<file path="src/rtl/trq_pkg.sv">
package trq_pkg;

   localparam int BEAT_W     = 64;
   localparam int KEEP_W     = BEAT_W / 8;
   localparam int MAX_BYTES  = 256;
   localparam int MAX_BEATS  = MAX_BYTES / KEEP_W;
   localparam int BEAT_CNT_W = $clog2(MAX_BEATS + 1);

   typedef enum logic [1:0] {
      K_WRITE,
      K_WRITE_RSP,
      K_DOORBELL,
      K_OTHER
   } pkt_kind_e;

   localparam logic [3:0] FT_WRITE   = 4'h5;
   localparam logic [3:0] TT_POSTED  = 4'h4;
   localparam logic [3:0] TT_ACKED   = 4'h5;
   localparam logic [3:0] FT_DBELL   = 4'hA;
   localparam logic [3:0] TT_DBELL   = 4'h0;
   localparam logic [3:0] FT_RESP    = 4'hD;
   localparam logic [3:0] TT_RESP_ND = 4'h0;
   localparam logic [3:0] ST_DONE    = 4'h0;
   localparam logic [3:0] ST_ERROR   = 4'h7;

   function automatic logic [BEAT_CNT_W-1:0] beats_for_size(input logic [7:0] sz);
      return BEAT_CNT_W'(sz[7:3]) + BEAT_CNT_W'(1);
   endfunction

endpackage

</file>
<file path="src/rtl/trq_hdr_decode.sv">
module trq_hdr_decode
   import trq_pkg::*;
#(
   parameter int ADDR_W = 34
) (
   input  logic [BEAT_W-1:0]     hdr,
   output pkt_kind_e             kind,
   output logic [7:0]            tid,
   output logic [ADDR_W-1:0]     addr,
   output logic [15:0]           info,
   output logic [BEAT_CNT_W-1:0] exp_beats
);

   logic [3:0] ftype;
   logic [3:0] ttype;
   logic       unused_hdr;

   assign ftype      = hdr[55:52];
   assign ttype      = hdr[51:48];
   assign tid        = hdr[63:56];
   assign addr       = hdr[ADDR_W-1:0];
   assign info       = hdr[31:16];
   assign exp_beats  = beats_for_size(hdr[43:36]);
   assign unused_hdr = ^hdr;

   always_comb begin
      kind = K_OTHER;
      if (ftype == FT_WRITE && ttype == TT_POSTED)     kind = K_WRITE;
      else if (ftype == FT_WRITE && ttype == TT_ACKED) kind = K_WRITE_RSP;
      else if (ftype == FT_DBELL && ttype == TT_DBELL) kind = K_DOORBELL;
   end

endmodule

</file>
<file path="src/rtl/trq_len_track.sv">
module trq_len_track
   import trq_pkg::*;
(
   input  logic                  clk,
   input  logic                  rst_n,
   input  logic                  beat,
   input  logic                  last,
   input  pkt_kind_e             kind,
   input  logic [BEAT_CNT_W-1:0] exp_beats,
   output logic                  hdr_beat,
   output logic                  body_fwd,
   output logic                  body_end,
   output logic                  err_now,
   output logic                  pkt_done,
   output logic                  pkt_bad
);

   typedef enum logic [1:0] {S_HDR, S_BODY, S_DROP} trk_state_e;

   localparam logic [BEAT_CNT_W-1:0] ONE = BEAT_CNT_W'(1);

   trk_state_e            st, st_nx;
   logic [BEAT_CNT_W-1:0] rem, rem_nx;
   logic                  bad_q;

   always_comb begin
      st_nx    = st;
      rem_nx   = rem;
      err_now  = 1'b0;
      hdr_beat = beat && (st == S_HDR);
      body_fwd = beat && (st == S_BODY);
      body_end = body_fwd && (last || rem == ONE);
      pkt_done = beat && last;
      if (beat) begin
         unique case (st)
            S_HDR: begin
               unique case (kind)
                  K_WRITE, K_WRITE_RSP: begin
                     if (last) err_now = 1'b1;
                     else begin
                        st_nx  = S_BODY;
                        rem_nx = exp_beats;
                     end
                  end
                  K_DOORBELL: begin
                     if (!last) begin
                        err_now = 1'b1;
                        st_nx   = S_DROP;
                     end
                  end
                  default: begin
                     if (!last) st_nx = S_DROP;
                  end
               endcase
            end
            S_BODY: begin
               if (last) begin
                  err_now = (rem != ONE);
                  st_nx   = S_HDR;
               end else if (rem == ONE) begin
                  err_now = 1'b1;
                  st_nx   = S_DROP;
               end else begin
                  rem_nx = rem - ONE;
               end
            end
            default: begin
               if (last) st_nx = S_HDR;
            end
         endcase
      end
      pkt_bad = bad_q | err_now;
   end

   always_ff @(posedge clk) begin
      if (!rst_n) begin
         st    <= S_HDR;
         rem   <= '0;
         bad_q <= 1'b0;
      end else begin
         st    <= st_nx;
         rem   <= rem_nx;
         bad_q <= pkt_done ? 1'b0 : (bad_q | err_now);
      end
   end

endmodule

</file>
<file path="src/rtl/trq_resp_gen.sv">
module trq_resp_gen
   import trq_pkg::*;
#(
   parameter int ID_W = 16,
   parameter int EN   = 1
) (
   input  logic              clk,
   input  logic              rst_n,
   input  logic              load,
   input  logic [7:0]        tid,
   input  logic              bad,
   input  logic [ID_W-1:0]   req_src,
   input  logic [ID_W-1:0]   req_dst,
   input  logic              rsp_ready,
   output logic              rsp_valid,
   output logic [BEAT_W-1:0] rsp_data,
   output logic              rsp_last,
   output logic [2*ID_W-1:0] rsp_user,
   output logic              slot_free
);

   generate
      if (EN != 0) begin : g_on
         logic [BEAT_W-1:0] beat_nx;

         always_comb begin
            beat_nx        = '0;
            beat_nx[63:56] = tid;
            beat_nx[55:52] = FT_RESP;
            beat_nx[51:48] = TT_RESP_ND;
            beat_nx[47:44] = bad ? ST_ERROR : ST_DONE;
         end

         always_ff @(posedge clk) begin
            if (!rst_n) begin
               rsp_valid <= 1'b0;
               rsp_data  <= '0;
               rsp_user  <= '0;
            end else if (load) begin
               rsp_valid <= 1'b1;
               rsp_data  <= beat_nx;
               rsp_user  <= {req_dst, req_src};
            end else if (rsp_ready) begin
               rsp_valid <= 1'b0;
            end
         end

         assign rsp_last  = rsp_valid;
         assign slot_free = !rsp_valid || rsp_ready;
      end else begin : g_off
         logic unused_in;
         assign unused_in = ^{clk, rst_n, load, tid, bad, req_src, req_dst, rsp_ready};
         assign rsp_valid = 1'b0;
         assign rsp_data  = '0;
         assign rsp_last  = 1'b0;
         assign rsp_user  = '0;
         assign slot_free = 1'b1;
      end
   endgenerate

endmodule

</file>
<file path="src/rtl/tgt_req_parser.sv">
module tgt_req_parser
   import trq_pkg::*;
#(
   parameter int ID_W    = 16,
   parameter int ADDR_W  = 34,
   parameter int CNT_W   = 16,
   parameter int RESP_EN = 1
) (
   input  logic              clk,
   input  logic              rst_n,
   input  logic              s_valid,
   output logic              s_ready,
   input  logic [63:0]       s_data,
   input  logic [7:0]        s_keep,
   input  logic              s_last,
   input  logic [2*ID_W-1:0] s_user,
   output logic              wr_addr_valid,
   output logic [ADDR_W-1:0] wr_addr,
   output logic [7:0]        wr_tid,
   output logic              wr_data_valid,
   output logic [63:0]       wr_data,
   output logic [7:0]        wr_be,
   output logic              wr_data_last,
   output logic              db_valid,
   output logic [15:0]       db_info,
   output logic [7:0]        db_tid,
   output logic [ID_W-1:0]   db_src,
   output logic              fmt_err,
   output logic [CNT_W-1:0]  unsup_cnt,
   output logic              rsp_valid,
   input  logic              rsp_ready,
   output logic [63:0]       rsp_data,
   output logic              rsp_last,
   output logic [2*ID_W-1:0] rsp_user
);

   generate
      if (!(ID_W == 8 || ID_W == 16)) begin : g_bad_id
         $error("tgt_req_parser: ID_W must be 8 or 16");
      end
      if (ADDR_W < 1 || ADDR_W > 34) begin : g_bad_addr
         $error("tgt_req_parser: ADDR_W must lie in 1..34");
      end
      if (CNT_W < 1) begin : g_bad_cnt
         $error("tgt_req_parser: CNT_W must be positive");
      end
      if (BEAT_W != 64 || KEEP_W != 8) begin : g_bad_beat
         $error("tgt_req_parser: header layout needs 64-bit beats");
      end
   endgenerate

   logic                  beat;
   logic                  slot_free;
   pkt_kind_e             dec_kind;
   logic [7:0]            dec_tid;
   logic [ADDR_W-1:0]     dec_addr;
   logic [15:0]           dec_info;
   logic [BEAT_CNT_W-1:0] dec_beats;
   logic                  hdr_beat, body_fwd, body_end, err_now, pkt_done, pkt_bad;
   logic [ID_W-1:0]       in_src, in_dst;

   pkt_kind_e             cur_kind;
   logic [7:0]            cur_tid;
   logic [ID_W-1:0]       cur_src, cur_dst;

   pkt_kind_e             ctx_kind;
   logic [7:0]            ctx_tid;
   logic [ID_W-1:0]       ctx_src, ctx_dst;
   logic                  rsp_load;

   assign s_ready = slot_free;
   assign beat    = s_valid && s_ready;
   assign in_src  = s_user[2*ID_W-1:ID_W];
   assign in_dst  = s_user[ID_W-1:0];

   trq_hdr_decode #(.ADDR_W(ADDR_W)) u_dec (
      .hdr       (s_data),
      .kind      (dec_kind),
      .tid       (dec_tid),
      .addr      (dec_addr),
      .info      (dec_info),
      .exp_beats (dec_beats)
   );

   trq_len_track u_trk (
      .clk       (clk),
      .rst_n     (rst_n),
      .beat      (beat),
      .last      (s_last),
      .kind      (dec_kind),
      .exp_beats (dec_beats),
      .hdr_beat  (hdr_beat),
      .body_fwd  (body_fwd),
      .body_end  (body_end),
      .err_now   (err_now),
      .pkt_done  (pkt_done),
      .pkt_bad   (pkt_bad)
   );

   // packet context: header values on the header beat, held values afterwards
   always_ff @(posedge clk) begin
      if (!rst_n) begin
         cur_kind <= K_OTHER;
         cur_tid  <= '0;
         cur_src  <= '0;
         cur_dst  <= '0;
      end else if (hdr_beat) begin
         cur_kind <= dec_kind;
         cur_tid  <= dec_tid;
         cur_src  <= in_src;
         cur_dst  <= in_dst;
      end
   end

   assign ctx_kind = hdr_beat ? dec_kind : cur_kind;
   assign ctx_tid  = hdr_beat ? dec_tid  : cur_tid;
   assign ctx_src  = hdr_beat ? in_src   : cur_src;
   assign ctx_dst  = hdr_beat ? in_dst   : cur_dst;
   assign rsp_load = pkt_done && (ctx_kind == K_WRITE_RSP || ctx_kind == K_DOORBELL);

   // write address and doorbell event outputs
   always_ff @(posedge clk) begin
      if (!rst_n) begin
         wr_addr_valid <= 1'b0;
         wr_addr       <= '0;
         wr_tid        <= '0;
         db_valid      <= 1'b0;
         db_info       <= '0;
         db_tid        <= '0;
         db_src        <= '0;
      end else begin
         wr_addr_valid <= hdr_beat && (dec_kind == K_WRITE || dec_kind == K_WRITE_RSP);
         db_valid      <= hdr_beat && (dec_kind == K_DOORBELL);
         if (hdr_beat) begin
            wr_addr <= dec_addr;
            wr_tid  <= dec_tid;
            db_info <= dec_info;
            db_tid  <= dec_tid;
            db_src  <= in_src;
         end
      end
   end

   // payload word output
   always_ff @(posedge clk) begin
      if (!rst_n) begin
         wr_data_valid <= 1'b0;
         wr_data       <= '0;
         wr_be         <= '0;
         wr_data_last  <= 1'b0;
      end else begin
         wr_data_valid <= body_fwd;
         wr_data_last  <= body_end;
         if (body_fwd) begin
            wr_data <= s_data;
            wr_be   <= s_keep;
         end
      end
   end

   // error pulse and saturating unsupported counter
   always_ff @(posedge clk) begin
      if (!rst_n) begin
         fmt_err   <= 1'b0;
         unsup_cnt <= '0;
      end else begin
         fmt_err <= err_now;
         if (hdr_beat && dec_kind == K_OTHER && unsup_cnt != '1)
            unsup_cnt <= unsup_cnt + CNT_W'(1);
      end
   end

   trq_resp_gen #(.ID_W(ID_W), .EN(RESP_EN)) u_rsp (
      .clk       (clk),
      .rst_n     (rst_n),
      .load      (rsp_load),
      .tid       (ctx_tid),
      .bad       (pkt_bad),
      .req_src   (ctx_src),
      .req_dst   (ctx_dst),
      .rsp_ready (rsp_ready),
      .rsp_valid (rsp_valid),
      .rsp_data  (rsp_data),
      .rsp_last  (rsp_last),
      .rsp_user  (rsp_user),
      .slot_free (slot_free)
   );

endmodule

</file>
<file path="config.mk">
export PLATFORM = sky130hd
export DESIGN_NAME = tgt_req_parser
export DESIGN_NICKNAME = d
export VERILOG_FILES = /design/src/rtl/trq_pkg.sv /design/src/rtl/trq_hdr_decode.sv /design/src/rtl/trq_len_track.sv /design/src/rtl/trq_resp_gen.sv /design/src/rtl/tgt_req_parser.sv
export SDC_FILE = /design/constraint.sdc
export NUM_CORES = 1
export LEC_CHECK = 0
export CORE_ASPECT_RATIO = 0.7
export CORE_MARGIN = 5
export CORE_UTILIZATION = 40
export CTS_BUF_LIST = sky130_fd_sc_hd__clkbuf_4 sky130_fd_sc_hd__clkbuf_8 sky130_fd_sc_hd__clkbuf_16
export DETAILED_ROUTE_END_ITERATION = 10
export GPL_TIMING_DRIVEN = 0
export MAX_ROUTING_LAYER = met4
export PLACE_DENSITY = 0.76
export SYNTH_ARGS = -nofsm -noshare
export SYNTH_HDL_FRONTEND = slang
export SYNTH_HIERARCHICAL = 1
export SYNTH_SLANG_ARGS = --single-unit
export TNS_END_PERCENT = 10
</file>
<file path="constraint.sdc">
create_clock -name clk -period 7.2 [get_ports clk]
set_input_delay 1.44 -clock clk [delete_from_list [all_inputs] [get_ports clk]]
set_output_delay 1.44 -clock clk [all_outputs]
set_load 0.05 [all_outputs]
</file>
==> results by group <==
Floorplanning
  – Die area: 30800 µm²
  – Die X-Extent: 208 µm
  – Die H: 148 µm
  – Core Rows: 50
  – Starting density of the core: 40.8%
  – Core Area: 26800 µm²
  – Boundary Pins: 383

Synth
  – Top cells by area, synth: dfxtp_1 (48%), mux2i_1 (15%), buf_4 (8.3%)
  – Sequential area share after synthesis: 47.7%
  – EDFF count, synth: 0
  – Asr flop ratio synth: 0%
  – Top FF cell, synth: dfxtp_1
  – Synth Area per Inst: 9.66 µm²
  – Library cells used by synthesis: 55
  – Synth top area share: 47.7%
  – Synth Register Bits: 261
  – Mapped cell area: 10900 µm²
  – Commonest cells in the netlist: dfxtp_1 (261), mux2i_1 (168), nor2_1 (134), buf_4 (121), nand2_1 (51)
  – Mapped Cells: 1134
  – Most frequent cell after synthesis: dfxtp_1
  – YS warnings: 6
  – Biggest area consumer among synthesized cells: dfxtp_1

Critical path
  – Required @ worst endpoint: 7.61 ns
  – Critical Path Sink Type: flop
  – Crit. Startpoint: rsp_ready
  – Slowest stage delay, CP: 0.63 ns
  – Startpoint type of the worst setup path: input port
  – Worst-path cell chain: clkdlybuf4s50_1 > nand2b_1 > and2_1 > nor3b_1 > buf_2 > clkbuf_1 > clkbuf_1 > o211a_1 > buf_6 > buf_12 > mux2i_1 > nor2b_1
  – Most frequent CP cell: clkbuf_1
  – WP data arrival: 5.02 ns
  – Slowest cell on crit path: clkbuf_1
  – Crit Path Max Fanout: 10
  – RR Startpoint: u_rsp/rsp_last
  – Critical path type: in2reg

Power and ir drop
  – PD cells: 217 nW/µm²
  – Clk pwr share: 38.7%
  – Share of power burned in registers: 44.3%
  – Comb pwr share: 16.9%
  – Net Sw Frac: 27.2%
  – Maximum VDD drop: 0.000196 V
  – Net Sw Power: 0.930 mW
  – Leakage power: 6.07 nW
  – Internal: 2.49 mW

Global routing
  – Total gr overflow: 0
  – First-pass GRT wire length: 50.5 mm
  – Number of global-route vias before repair: 8800
  – Met2 usage in global routing: 32.3%
  – GR Util met1: 28.1%
  – Pin count of the biggest net entering global routing: 15
  – Met3 Use GR: 4.89%
  – Antenna violations before repair: 1
  – Global route hottest layer: met2
  – GR Util All Layers: 20.8%

Drt
  – 1st-iter DRT viols: 374
  – Wire per inst: 17.1 µm
  – DR DRC count: 0
  – Final wirelength: 32.8 mm
  – Via Count: 8862
  – Via-to-Cell Ratio: 4.61
  – Antenna Nets Post-Route: 0
  – DRT Pass-1 Iters: 4

Placed design
  – Port Buffers: 332
  – Post-DP HPWL: 25.2 mm
  – Placer Congestion: 0.863

Clocking
  – Setup Fix Bufs, Post-CTS: 0
  – TritonCTS clock tree: done
  – Clock latency on the worst-skew pair: 0.52 ns
  – Inserted Clock Buffers: 26
  – Hold-fix buffer count after cts: 0
  – Clk slew on worst S/H paths: 0.06 ns
  – Clock Tree Buf Depth: 3
  – Post-cts resize count: 0
  – Clock tree sinks: 261
  – Clk root buf: clkbuf_16
  – H-tree levels: 1

Final layout
  – Synth-to-Final Area Change: 43.8%
  – Fraction of layout cells with a size suffix above 1: 13.3%
  – Final nets: 1657
  – Fin util: 58.7%
  – Antenna diodes: 0

STA
  – Hold Violations, Final: 0
  – Slew headroom: 36.2%
  – RSZ-0062 raised after global routing: no
  – Fin crit share: 64.1%
  – Final TNS setup: 0 ns
  – Worst-Margin Slew: 0.941 ns
  – Final-report max-slew violation count: 0
  – Final setup violation count: 0
  – Clk_skew: 0.00921 ns
  – Tmin final: 4.61 ns
  – Highest Clock Rate: 217 MHz
  – Hold_ws: 0.468 ns

Status
  – Outcome: finished, final reports clean

Job
  – Max-cap violations: 0

Min path
  – Worst hold path class: reg2reg
  – Startpoint of the worst hold path: db_src[7]
layout make-up:
class	instances	area [µm²]
fill	2384	11100
sequential	261	5230
multi-input combinational	704	4550
timing repair buffer	332	3320
buffer	182	1230
clock buffer	39	803
tap	364	455
inverter	36	135
clock inverter	6	32.5
through the flow:
step	area [µm²]	std cells	setup slack [ns]	power [mW]
5_1_grt	15700	1924	2.20	3.57
6_report	15700	1924	2.59	3.42
2_1_floorplan	11100	1183	3.09	1.93
3_5_place_dp	14900	1879	1.88	2.13
3_3_place_gp	14900	1879	1.98	2.12
4_1_cts	15700	1924	2.40	3.46
sequential cells by signal, summed over array words and instances (netlist names), 6 cells and up:
name            cells
wr_data            64
wr_addr            34
u_rsp/rsp_user     32
cur_dst            16
cur_src            16
db_info            16
db_src             16
unsup_cnt          16
u_rsp/rsp_data     10
cur_tid             8
db_tid              8
wr_be               8
u_trk/rem           6
power by group through the flow:
stage,sequential [mW],combinational [mW],clock (mW)
CTS,1.52,0.583,1.36
global route,1.52,0.616,1.43
detailed placement,1.55,0.581,0
finish,1.52,0.580,1.32
floorplan,1.66,0.265,0
global placement,1.55,0.576,0
path summary, 6_finish.rpt:
kind	to	slack [ns]	cells past startpoint
worst max-delay path	u_rsp/rsp_user[15]	2.59	12
worst max register to register	u_rsp/rsp_user[15]	3.65	11
worst min-delay path	db_src[7]	0.47	2
worst min register to register	db_src[7]	0.47	2
critical path: cells and delay by family:
| kind | cells | cell delay, ns |
|---|---|---|
| AO/OA/AOI/OAI | 1 | 0.27 |
| multiplexers | 1 | 0.22 |
| AND/OR/NAND/NOR | 4 | 0.90 |
| buffers and inverters | 6 | 2.17 |
placed cells by master, fill, tap and decap left out, types with 44 or more instances in the layout:
cell type,n
a21oi_1,44
and2_1,46
buf_4,121
mux2i_1,168
nand2_1,51
clkdlybuf4s50_1,332
dfxtp_1,261
nor2b_1,45
nor2_1,134
conb_1,50
logic make-up (layout without fill, tap and decap cells):
kind of cell	Yosys count	after routing	synth area share [%]
multiplexers	184	184	17.0
flip-flops	261	261	47.7
XOR/XNOR	5	5	0.400
AND/OR/NAND/NOR	357	357	16.4
adder cells (fa/ha/maj)	5	5	0.571
other	1	50	0.0342
buffers and inverters	218	595	12.4
AO/OA/AOI/OAI	103	103	5.45
metal layers:
layer  part of all wire [%]  wire length (µm)  vias up
met3                    6.1              2010       43
met4                    2.1               704        0
met1                     46             15200     4150
met5                      0                 0        -
li1                       -                 -     4411
met2                     46             14900      258
Note: power is estimated with default switching activity, not from simulation.
